<file path="src/rtl/stack_ptr_pkg.sv">
package stack_ptr_pkg;
  localparam int unsigned WORD_W = 16;

  typedef enum logic [1:0] {
    OP_NONE = 2'b00,
    OP_CALL = 2'b01,
    OP_IRQ  = 2'b10,
    OP_RET  = 2'b11
  } stk_op_e;

  typedef enum logic [2:0] {
    S_IDLE,
    S_PUSH_LO,
    S_PUSH_HI,
    S_POP_LO,
    S_POP_HI,
    S_POP_END,
    S_LOAD
  } stk_state_e;
endpackage

</file>
<file path="src/rtl/stack_ptr_reg.sv">
module stack_ptr_reg #(
  parameter int unsigned RF_AW   = 16,
  parameter int unsigned SP_ADDR = 16'h0018
) (
  input  logic             clk_i,
  input  logic             rst_ni,
  input  logic             rf_we_i,
  input  logic [RF_AW-1:0] rf_addr_i,
  input  logic [7:0]       rf_wdata_i,
  input  logic             upd_dec_i,
  input  logic             upd_inc_i,
  input  logic             step_wide_i,
  output logic [15:0]      sp_q_o,
  output logic [15:0]      sp_al_o
);
  localparam logic [RF_AW-1:0] ADDR_LO = RF_AW'(SP_ADDR);
  localparam logic [RF_AW-1:0] ADDR_HI = RF_AW'(SP_ADDR + 1);

  logic [15:0] sp_q, sp_al, step;

  assign sp_al = {sp_q[15:1], 1'b0};
  assign step  = step_wide_i ? 16'd4 : 16'd2;

  // stack updates win over a software write in the same cycle
  always_ff @(posedge clk_i or negedge rst_ni) begin
    if (!rst_ni) begin
      sp_q <= '0;
    end else if (upd_dec_i) begin
      sp_q <= sp_al - step;
    end else if (upd_inc_i) begin
      sp_q <= sp_al + step;
    end else if (rf_we_i && rf_addr_i == ADDR_LO) begin
      sp_q[7:0] <= rf_wdata_i;
    end else if (rf_we_i && rf_addr_i == ADDR_HI) begin
      sp_q[15:8] <= rf_wdata_i;
    end
  end

  assign sp_q_o  = sp_q;
  assign sp_al_o = sp_al;

  a_r4_push_step: assert property (@(posedge clk_i) disable iff (!rst_ni)
    upd_dec_i |=> sp_q == $past(sp_al) - ($past(step_wide_i) ? 16'd4 : 16'd2));

  a_r6_pop_step: assert property (@(posedge clk_i) disable iff (!rst_ni)
    (upd_inc_i && !upd_dec_i) |=> sp_q == $past(sp_al) + ($past(step_wide_i) ? 16'd4 : 16'd2));

  a_r10_odd_from_sw: assert property (@(posedge clk_i) disable iff (!rst_ni)
    $rose(sp_q[0]) |-> $past(rf_we_i));
endmodule

</file>
<file path="src/rtl/stack_ret_pack.sv">
module stack_ret_pack #(
  parameter int unsigned PC_W = 21
) (
  input  logic [PC_W-1:0] pc_i,
  output logic [15:0]     lo_o,
  output logic [15:0]     hi_o,
  input  logic [15:0]     join_lo_i,
  input  logic [15:0]     join_hi_i,
  output logic [PC_W-1:0] join_o
);
  generate
    if (PC_W > 16) begin : g_split
      localparam int unsigned UP_W = PC_W - 16;
      assign lo_o   = pc_i[15:0];
      assign hi_o   = 16'(pc_i[PC_W-1:16]);
      assign join_o = {join_hi_i[UP_W-1:0], join_lo_i};
    end else begin : g_single
      assign lo_o   = 16'(pc_i);
      assign hi_o   = '0;
      assign join_o = join_lo_i[PC_W-1:0];
    end
  endgenerate
endmodule

</file>
<file path="src/rtl/stack_seq.sv">
module stack_seq
  import stack_ptr_pkg::*;
#(
  parameter int unsigned PC_W = 21
) (
  input  logic            clk_i,
  input  logic            rst_ni,
  input  logic            mode_wide_i,
  input  logic            cmd_valid_i,
  input  logic [1:0]      cmd_op_i,
  input  logic [PC_W-1:0] ret_pc_i,
  input  logic [PC_W-1:0] tgt_pc_i,
  input  logic [15:0]     sp_al_i,
  input  logic [15:0]     mem_rdata_i,
  output logic            upd_dec_o,
  output logic            upd_inc_o,
  output logic            step_wide_o,
  output logic            mem_req_o,
  output logic            mem_we_o,
  output logic [15:0]     mem_addr_o,
  output logic [15:0]     mem_wdata_o,
  output logic            pc_load_o,
  output logic [PC_W-1:0] pc_o,
  output logic            busy_o
);
  stk_state_e state_q, state_d;
  logic            wide_q, is_ret_q;
  logic [PC_W-1:0] ret_q, tgt_q, pc_q, join_pc;
  logic [15:0]     lo_q, push_lo, push_hi, join_lo, join_hi;
  logic            accept;

  assign accept = (state_q == S_IDLE) && cmd_valid_i && (stk_op_e'(cmd_op_i) != OP_NONE);

  stack_ret_pack #(.PC_W(PC_W)) u_pack (
    .pc_i     (ret_q),
    .lo_o     (push_lo),
    .hi_o     (push_hi),
    .join_lo_i(join_lo),
    .join_hi_i(join_hi),
    .join_o   (join_pc)
  );

  assign join_lo = wide_q ? lo_q : mem_rdata_i;
  assign join_hi = wide_q ? mem_rdata_i : 16'h0000;

  always_comb begin
    state_d     = state_q;
    mem_req_o   = 1'b0;
    mem_we_o    = 1'b0;
    mem_addr_o  = sp_al_i;
    mem_wdata_o = push_lo;
    pc_load_o   = 1'b0;
    upd_inc_o   = 1'b0;
    unique case (state_q)
      S_IDLE: if (accept) state_d = (stk_op_e'(cmd_op_i) == OP_RET) ? S_POP_LO : S_PUSH_LO;
      S_PUSH_LO: begin
        mem_req_o = 1'b1;
        mem_we_o  = 1'b1;
        state_d   = wide_q ? S_PUSH_HI : S_LOAD;
      end
      S_PUSH_HI: begin
        mem_req_o   = 1'b1;
        mem_we_o    = 1'b1;
        mem_addr_o  = sp_al_i + 16'd2;
        mem_wdata_o = push_hi;
        state_d     = S_LOAD;
      end
      S_POP_LO: begin
        mem_req_o = 1'b1;
        state_d   = wide_q ? S_POP_HI : S_POP_END;
      end
      S_POP_HI: begin
        mem_req_o  = 1'b1;
        mem_addr_o = sp_al_i + 16'd2;
        state_d    = S_POP_END;
      end
      S_POP_END: state_d = S_LOAD;
      S_LOAD: begin
        pc_load_o = 1'b1;
        upd_inc_o = is_ret_q;
        state_d   = S_IDLE;
      end
      default: state_d = S_IDLE;
    endcase
  end

  always_ff @(posedge clk_i or negedge rst_ni) begin
    if (!rst_ni) begin
      state_q  <= S_IDLE;
      wide_q   <= 1'b0;
      is_ret_q <= 1'b0;
      ret_q    <= '0;
      tgt_q    <= '0;
      pc_q     <= '0;
      lo_q     <= '0;
    end else begin
      state_q <= state_d;
      if (accept) begin
        wide_q   <= mode_wide_i;
        is_ret_q <= stk_op_e'(cmd_op_i) == OP_RET;
        ret_q    <= ret_pc_i;
        tgt_q    <= tgt_pc_i;
      end
      if (state_q == S_POP_HI) lo_q <= mem_rdata_i;
      if (state_q == S_POP_END) pc_q <= join_pc;
    end
  end

  assign upd_dec_o   = accept && (stk_op_e'(cmd_op_i) != OP_RET);
  assign step_wide_o = accept ? mode_wide_i : wide_q;
  assign pc_o        = is_ret_q ? pc_q : tgt_q;
  assign busy_o      = state_q != S_IDLE;

  a_r12_one_pulse: assert property (@(posedge clk_i) disable iff (!rst_ni)
    pc_load_o |=> !pc_load_o);

  a_r11_busy_through_load: assert property (@(posedge clk_i) disable iff (!rst_ni)
    pc_load_o |-> busy_o);

  a_r11_no_accept_busy: assert property (@(posedge clk_i) disable iff (!rst_ni)
    (busy_o && !pc_load_o) |=> busy_o);

  a_r3_write_after_accept: assert property (@(posedge clk_i) disable iff (!rst_ni)
    (mem_req_o && mem_we_o) |-> !is_ret_q);
endmodule

</file>
<file path="src/rtl/stack_ptr_unit.sv">
module stack_ptr_unit #(
  parameter int unsigned PC_W    = 21,
  parameter int unsigned AW      = 21,
  parameter int unsigned RF_AW   = 16,
  parameter int unsigned SP_ADDR = 16'h0018
) (
  input  logic             clk_i,
  input  logic             rst_ni,
  input  logic             mode_wide_i,
  input  logic             cmd_valid_i,
  input  logic [1:0]       cmd_op_i,
  input  logic [PC_W-1:0]  ret_pc_i,
  input  logic [PC_W-1:0]  tgt_pc_i,
  output logic             pc_load_o,
  output logic [PC_W-1:0]  pc_o,
  output logic             busy_o,
  output logic             mem_req_o,
  output logic             mem_we_o,
  output logic [AW-1:0]    mem_addr_o,
  output logic [15:0]      mem_wdata_o,
  input  logic [15:0]      mem_rdata_i,
  input  logic             rf_we_i,
  input  logic [RF_AW-1:0] rf_addr_i,
  input  logic [7:0]       rf_wdata_i,
  output logic [15:0]      sp_o,
  output logic             misalign_o
);
  logic        upd_dec, upd_inc, step_wide;
  logic [15:0] sp_q, sp_al, addr16;

  stack_ptr_reg #(.RF_AW(RF_AW), .SP_ADDR(SP_ADDR)) u_reg (
    .clk_i      (clk_i),
    .rst_ni     (rst_ni),
    .rf_we_i    (rf_we_i),
    .rf_addr_i  (rf_addr_i),
    .rf_wdata_i (rf_wdata_i),
    .upd_dec_i  (upd_dec),
    .upd_inc_i  (upd_inc),
    .step_wide_i(step_wide),
    .sp_q_o     (sp_q),
    .sp_al_o    (sp_al)
  );

  stack_seq #(.PC_W(PC_W)) u_seq (
    .clk_i      (clk_i),
    .rst_ni     (rst_ni),
    .mode_wide_i(mode_wide_i),
    .cmd_valid_i(cmd_valid_i),
    .cmd_op_i   (cmd_op_i),
    .ret_pc_i   (ret_pc_i),
    .tgt_pc_i   (tgt_pc_i),
    .sp_al_i    (sp_al),
    .mem_rdata_i(mem_rdata_i),
    .upd_dec_o  (upd_dec),
    .upd_inc_o  (upd_inc),
    .step_wide_o(step_wide),
    .mem_req_o  (mem_req_o),
    .mem_we_o   (mem_we_o),
    .mem_addr_o (addr16),
    .mem_wdata_o(mem_wdata_o),
    .pc_load_o  (pc_load_o),
    .pc_o       (pc_o),
    .busy_o     (busy_o)
  );

  generate
    if (AW > 16) begin : g_page
      assign mem_addr_o = {{(AW-16){1'b0}}, addr16};
    end else begin : g_flat
      assign mem_addr_o = addr16[AW-1:0];
    end
  endgenerate

  assign sp_o       = sp_q;
  assign misalign_o = sp_q[0];

  a_r10_even_access: assert property (@(posedge clk_i) disable iff (!rst_ni)
    mem_req_o |-> !mem_addr_o[0]);

  a_r9_req_only_busy: assert property (@(posedge clk_i) disable iff (!rst_ni)
    mem_req_o |-> busy_o);

  a_r3_push_leaves_even: assert property (@(posedge clk_i) disable iff (!rst_ni)
    (mem_req_o && mem_we_o) |-> !sp_o[0] || $past(rf_we_i));
endmodule

</file>
<file path="config.mk">
export PLATFORM = sky130hd
export DESIGN_NAME = stack_ptr_unit
export DESIGN_NICKNAME = d
export VERILOG_FILES = /design/src/rtl/stack_ptr_pkg.sv /design/src/rtl/stack_ptr_reg.sv /design/src/rtl/stack_ret_pack.sv /design/src/rtl/stack_seq.sv /design/src/rtl/stack_ptr_unit.sv
export SDC_FILE = /design/constraint.sdc
export NUM_CORES = 1
export LEC_CHECK = 0
export BUFFER_PORTS_ARGS = -buffer_cell sky130_fd_sc_hd__buf_4
export CORE_MARGIN = 1
export CORE_UTILIZATION = 40
export DETAILED_ROUTE_END_ITERATION = 12
export PLACE_DENSITY = 0.69
export REMOVE_ABC_BUFFERS = 1
export SLEW_MARGIN = 5
export SYNTH_ARGS = -nofsm -noshare
export SYNTH_HDL_FRONTEND = slang
export SYNTH_SLANG_ARGS = --single-unit
</file>
<file path="constraint.sdc">
create_clock -name clk_i -period 3.9 [get_ports clk_i]
set_clock_uncertainty 0.15 [all_clocks]
set_input_delay 0.195 -clock clk_i [delete_from_list [all_inputs] [get_ports clk_i]]
set_output_delay 0.195 -clock clk_i [all_outputs]
set_load 0.02 [all_outputs]
</file>
== After elaboration in Yosys (flattened, before gate mapping) ==
Cells that the tools add are included.
Word-level totals
  bits in registers: 100
  bits in latches: 0
  RAM bits: 0
  memory bits (read-only): 0
  bits of input ports: 89
  memories kept: 0
Operators by class
  $add $sub $neg: 3
  multipliers: 0
  divide/modulo/power cells: 0
  magnitude comparators: 0
  eq/ne operators: 12
  shift operators: 0
  mux-type cells: 21
  bitwise logic cells: 0
  reduce and logical (&&, ||, !) cells: 15
Operator list (count)
  2-to-1 mux 16 bit: 5
  equality test 16 x 5 -> 1 bit (second input constant): 2
  2-to-1 mux 8 bit: 3
  2-to-1 mux 21 bit: 1
  adder 16 bit: 1
  adder 16 x 2 -> 16 bit (second input constant): 1
  subtractor 16 bit: 1
  case mux 3 bit (5 select lines): 1
  equality test 3 bit (second input constant): 3
  2-to-1 mux 3 bit: 3
  nonzero test 3 bit: 3
  equality test 3 x 2 -> 1 bit (second input constant): 2
  2-to-1 mux 1 bit: 6
  OR reduction 2 bit: 3
  logical AND 1 bit: 5
  2-to-1 mux 5 bit: 1
  OR reduction 4 bit: 1
  equality test 3 x 1 -> 1 bit (second input constant): 1
  logical NOT 3 bit: 1
  inequality test 3 x 1 -> 1 bit (second input constant): 1
  equality test 2 bit (second input constant): 1
  2-to-1 mux 2 bit: 1
  inequality test 2 x 1 -> 1 bit (second input constant): 1
  inequality test 2 bit (second input constant): 1
  2 further kinds: 2

== Logic depth before layout (Yosys ltp) ==
  word-level depth: 8
  mapped depth: 13

== Hierarchy ==
Synthesis repeated with hierarchy kept, for this count alone.
Unflattened totals
  cells, all modules: 600
  area, all modules: 6478.7 sq um
By module, submodules not included
  stack_seq: times used 1, cells each 324, area each 4292.9 sq um
  stack_ptr_reg: times used 1, cells each 215, area each 1735.4 sq um
  stack_ret_pack: times used 1, cells each 54, area each 401.6 sq um
  stack_ptr_unit: times used 1, cells each 7, area each 48.8 sq um

== Worst setup path before layout ==
Ideal clock, no wire load.
  kind: register to register
  start point: register u_seq.state_q[2]
  end point: register u_reg.sp_q[15] (netlist: u_reg.sp_q_o[15])
  setup time: 0.128 ns
  arrival time: 2.861 ns
  slack: 0.761 ns
  stages on the path, launching flop included: 14
  buffers on the path: 2
  clock period less this slack: 3.139 ns
  path through: dfrtp_1 buf_2 or4b_1 o21ai_2 nand2_1 inv_1 nand2_1 fa_1 nor2b_1 buf_1 nand3_1 xnor2_1 a221oi_1 o2bb2ai_1
On the way
  word-level cells in the longest chain between the ends: 8
  elaborated cells on any way between the ends: 15
  classes of those cells: add/sub (2); eq/ne (2); mux (5); reduce/logical (6)
RTL lines
  start, declared: line stack_seq.sv:26  | stk_state_e state_q, state_d;
  start signal, assigned: line stack_seq.sv:97  | state_q <= state_d;
  logical NOT 3 bit: line stack_seq.sv:32  | assign accept = (state_q == S_IDLE) && cmd_valid_i && (stk_op_e'(cmd_op_i) != OP_NONE);
  logical AND 1 bit (2 in a row): line stack_seq.sv:32
  2-to-1 mux 1 bit: line stack_seq.sv:110  | assign step_wide_o = accept ? mode_wide_i : wide_q;
  2-to-1 mux 3 bit: line stack_ptr_reg.sv:22  | assign step = step_wide_i ? 16'd4 : 16'd2;
  adder 16 bit: line stack_ptr_reg.sv:31  | sp_q <= sp_al + step;
  2-to-1 mux 16 bit: line stack_ptr_reg.sv:30  | end else if (upd_inc_i) begin
  2-to-1 mux 16 bit: line stack_ptr_reg.sv:28  | end else if (upd_dec_i) begin
  end signal, assigned: line stack_ptr_reg.sv:29  | sp_q <= sp_al - step;
  end signal, assigned: line stack_ptr_reg.sv:31
  end signal, assigned: line stack_ptr_reg.sv:35  | sp_q[15:8] <= rf_wdata_i;
  end, declared: line stack_ptr_reg.sv:19  | logic [15:0] sp_q, sp_al, step;
Parallel ways exist; a longest one is shown, timed or not.
A chain may end at the register's enable or synchronous reset.

== Worst setup path in the final report ==
  start point: register u_seq.state_q[2]
  end point: register u_reg.sp_q[11] (netlist: u_reg.sp_q_o[11])
The elaborated chain is that of the path after synthesis.

==> results list <==
- Result of the run: finished clean
- Number of nets with antenna violations after routing: 0
- For the pin with the worst max-slew slack, the measured transition is 824 ps.
* Placeable core region: 0.0139 sq mm
* Total power draw: 6.44 mW
* Cell family with the largest share of critical-path delay: compound AO/OA/AOI/OAI gates
* Count of unique library cells instantiated by Yosys: 71
* Number of H-tree levels: 3
- Summed over all nets, the switching power comes to 2.68 mW.
- The cell that appears most often on the critical path is sky130_fd_sc_hd__ha_1.
- Each instance of the synthesized netlist takes up on average 10.5 sq um.
- First-pass GRT wire length: 24,700 um
- RePlAce Congestion: 0.895
* Cell type of the slowest stage on the worst timing path: sky130_fd_sc_hd__or4b_1
- In this run, flip-flops and latches consume 30.5% of the power.
- For this run, the top clock speed supported by timing is 299 MHz.
- From left edge to right edge, the die measures 122 um.
* Maximum number of pins on one net before global-route repair: 43
- Most area-consuming cells after synthesis: sky130_fd_sc_hd__dfrtp_1, sky130_fd_sc_hd__mux2_2, sky130_fd_sc_hd__mux2i_1
- Cells with a size suffix above 1 make up 39.5% of the layout.
- Summed over all instances, the cell type with the most area after synthesis is sky130_fd_sc_hd__dfrtp_1.
* Via count of the first global-routing pass: 5,075
- FF-to-FF End: u_reg.sp_q_o[11]
* Setup repair after global routing missed its margin: no
- The die covers 0.0148 sq mm.
- In this run the post-CTS setup repair buffer count came out at 0.
- STA puts the critical path data arrival time at 3480 ps.
- Number of antenna violations at the first check in global routing: 0
* Launch instance of the worst register-to-register path: u_seq.state_q[2]
* Sequential share of the synthesized area: 43.8%
- After detailed routing, the number of remaining DRC violations is 0.
- Critical Path Start Type: register
- The repair_antennas step left the layout with diodes totalling 0.
- For this configuration, the core starts out at a cell density of 41.0%.
- Post-Route Setup TNS: 0 ps
- Number of buffer and inverter instances along the worst setup path: 1
* Placed inst area: 0.00700 sq mm
* Number of setup violations in the final report: 0
- Int Power: 3.76 mW
- Total routed wirelength: 15,400 um
* Required time of the critical path: 4030 ps
* Depth of the most critical reg-to-reg path: 11
- Counting instances, the worst hold path has a depth of 3.
* Total overflow reported by the global router: 0
- Synth Flop Type: sky130_fd_sc_hd__dfrtp_1
- Measured on the finished design, the core utilization comes to 57.0%.
- Input and output buffers added on the ports amount to 161.
- Setup CP Type: reg -> reg
- VDD sags by at most 507 uV.
- # fillers: 1,171
* Area share of the leading cell type in the synthesized netlist: 43.8%
- The mapped netlist covers 0.00571 sq mm.
* Routed wire length per instance: 16.5 um
- Summed over all cells, the static leakage comes to 3.50 nW.
- The count of final max-slew check failures came to 0.
- The startpoint identified for the worst hold timing path is rf_wdata_i[1].
* Async SR Flop Fraction: 100%
- Summed area of non-filler cells in the final layout: 0.00795 sq mm
* DIE HEIGHT: 122 um
- Endpoint, Worst Hold: u_reg.sp_q_o[1]
* Peak fanout along the critical path: 7
- Yosys mapped a number of flops with a built-in enable equal to 0.
* Hold Violations, Final: 0
- Part of the cycle the worst path needs: 85.9%
- Global routing usage summed across all routing layers: 21.5%
* CTS tree: yes
* Number of DRC markers in iteration 0: 268
- Site Rows: 43
* CTS max path bufs: 2
* Sinks on Clock Net: 100
- Number of cells produced by synthesis: 544
* Post-DP HPWL: 10,800 um
* Most common cell in the synthesized netlist: sky130_fd_sc_hd__dfrtp_1
- Insertion delay of the later-clocked pin in the worst-skew pair: 350 ps
- In this run the worst hold path is classified as in -> reg.
- Measured against its own limit, the worst slew margin works out to 44.8%.
* Post-DR vias/cell: 5.29
* Max Cap Violations: 0
- Switching power share of the total: 41.7%
- Power share of the combinational group: 55.4%
* Largest stage delay on the critical path: 620 ps
* Most frequent cells after synthesis: sky130_fd_sc_hd__dfrtp_1, sky130_fd_sc_hd__mux2_2, sky130_fd_sc_hd__nand2_1
* TritonCTS buffer count: 9
* Worst reg-to-reg setup slack: 550 ps
- Hold-fix buffers at CTS: 64
* Via count of the routed design: 4,945
- Relative to the synthesized area, the layout overhead comes to 39.1%.
- At the end of the flow, the number of nets in the layout was 843.
- For this design the ratio of total power to cell area is 810 mW/mm^2.
- Proportion of power drawn by the clock network: 14.2%
- Critical path capture point type: register
- Root buffer cell: sky130_fd_sc_hd__clkbuf_16
* Warnings from Yosys: 0
- Series of cell instances along the critical path: or4b_1, o21ai_2, nand2_1, ha_1, inv_1, ha_1, nor2_1, o21ai_1, o32a_1, a311o_1, a21oi_1
- Pin placement for this block handled 168 I/O pins.
- PostCTS Resize Cnt: 0
- Final critical-path required period: 3350 ps
- Flops & latches, synth: 100
* Number of optimization iterations in the first detailed-route pass: 4
* Clock-pin slew reported for the worst setup and hold paths after clock tree synthesis: 70 ps
[cell type report]
type                    count  area [sq um]  share of cell area [%]
multi-input cells         392          2930                    36.8
well taps                 180           225                    2.83
inverters                   6          22.5                   0.283
flip-flops and latches    100          2500                    31.5
clock buffers               9           225                    2.83
repair buffers            241          1970                    24.8
clock inverters             7          76.3                   0.960
[worst reg2reg max path: cells and delay by family (launching register included)]
| family | cells | cell delay, ps |
|---|---|---|
| buffers and inverters | 1 | 50 |
| adder cells (fa/ha/maj) | 2 | 530 |
| AND/OR/NAND/NOR | 3 | 820 |
| flip-flops | 1 | 390 |
| AO/OA/AOI/OAI | 5 | 1340 |
[power groups by stage]
stage | clock [mW] | combinational (mW) | sequential (mW)
after detailed placement | 0 | 3.51 | 1.97
after CTS | 0.938 | 3.57 | 1.95
after global routing | 0.976 | 3.85 | 2.03
after global placement | 0 | 3.45 | 1.94
after floorplan | 0 | 2.07 | 2.04
final | 0.914 | 3.56 | 1.96
[per-stage QoR]
step | cells | hold slack [ps] | setup WS [ps]
floorplan | 498 | -251 | 264
global placement | 855 | 70.1 | 675
detailed placement | 855 | 68.0 | 595
CTS | 935 | 7.30 | 547
global route | 935 | 23.5 | 375
finish | 935 | 24.9 | 551
[per-layer routing]
metal | vias up | GRT usage [%] | share of wire (%)
met5 | - | 0 | 0
met3 | 23 | 4.93 | 5.6
met2 | 163 | 36.3 | 50
met1 | 2413 | 26.5 | 42
li1 | 2346 | - | -
met4 | 0 | 8.41 | 2.1
[layout by cell type, fill, tap and decap left out, types with 4 or more instances in the layout]
cell type,instances
sky130_fd_sc_hd__a211oi_1,4
sky130_fd_sc_hd__a21oi_1,16
sky130_fd_sc_hd__a31oi_1,6
sky130_fd_sc_hd__and2_1,5
sky130_fd_sc_hd__and3_2,5
sky130_fd_sc_hd__buf_4,177
sky130_fd_sc_hd__clkbuf_16,9
sky130_fd_sc_hd__conb_1,6
sky130_fd_sc_hd__dfrtp_1,100
sky130_fd_sc_hd__dlygate4sd3_1,64
sky130_fd_sc_hd__inv_1,6
sky130_fd_sc_hd__mux2_2,86
sky130_fd_sc_hd__mux2i_1,18
sky130_fd_sc_hd__nand2_1,48
sky130_fd_sc_hd__nand2b_1,4
sky130_fd_sc_hd__nand3_1,14
sky130_fd_sc_hd__nor2_1,21
sky130_fd_sc_hd__nor2b_1,13
sky130_fd_sc_hd__nor3_1,13
sky130_fd_sc_hd__nor4_1,7
sky130_fd_sc_hd__o211ai_1,5
sky130_fd_sc_hd__o21ai_0,35
sky130_fd_sc_hd__o31ai_1,4
sky130_fd_sc_hd__xnor2_1,20
[cell families after synthesis]
kind of cell	after synthesis	synth area share [%]
other	1	0.0656
buffers and inverters	57	5.65
flip-flops	100	43.8
adder cells (fa/ha/maj)	4	1.01
multiplexers	104	20.1
AO/OA/AOI/OAI	100	11.4
XOR/XNOR	23	3.53
AND/OR/NAND/NOR	155	14.5
[worst max path at each step]
stage,endpoint,cells past startpoint,startpoint
CTS,u_reg.sp_q_o[11],11,u_seq.state_q[2]
floorplan,u_seq.ret_q[0],3,u_seq.state_q[2]
finish,u_reg.sp_q_o[11],11,u_seq.state_q[2]
global placement,u_reg.sp_q_o[11],11,u_seq.state_q[2]
detailed placement,u_reg.sp_q_o[11],11,u_seq.state_q[2]
global route,u_reg.sp_q_o[11],11,u_seq.state_q[2]
[sequential cells by signal, summed over array words and instances, names as in the netlist]
signal / cells
u_seq.is_ret_q: 1
u_seq.pc_q: 21
u_reg.sp_q_o: 16
u_seq.ret_q: 21
u_seq.lo_q: 16
u_seq.tgt_q: 21
u_seq.wide_q: 1
u_seq.state_q: 3
Note: power is estimated with default switching activity, not from simulation.
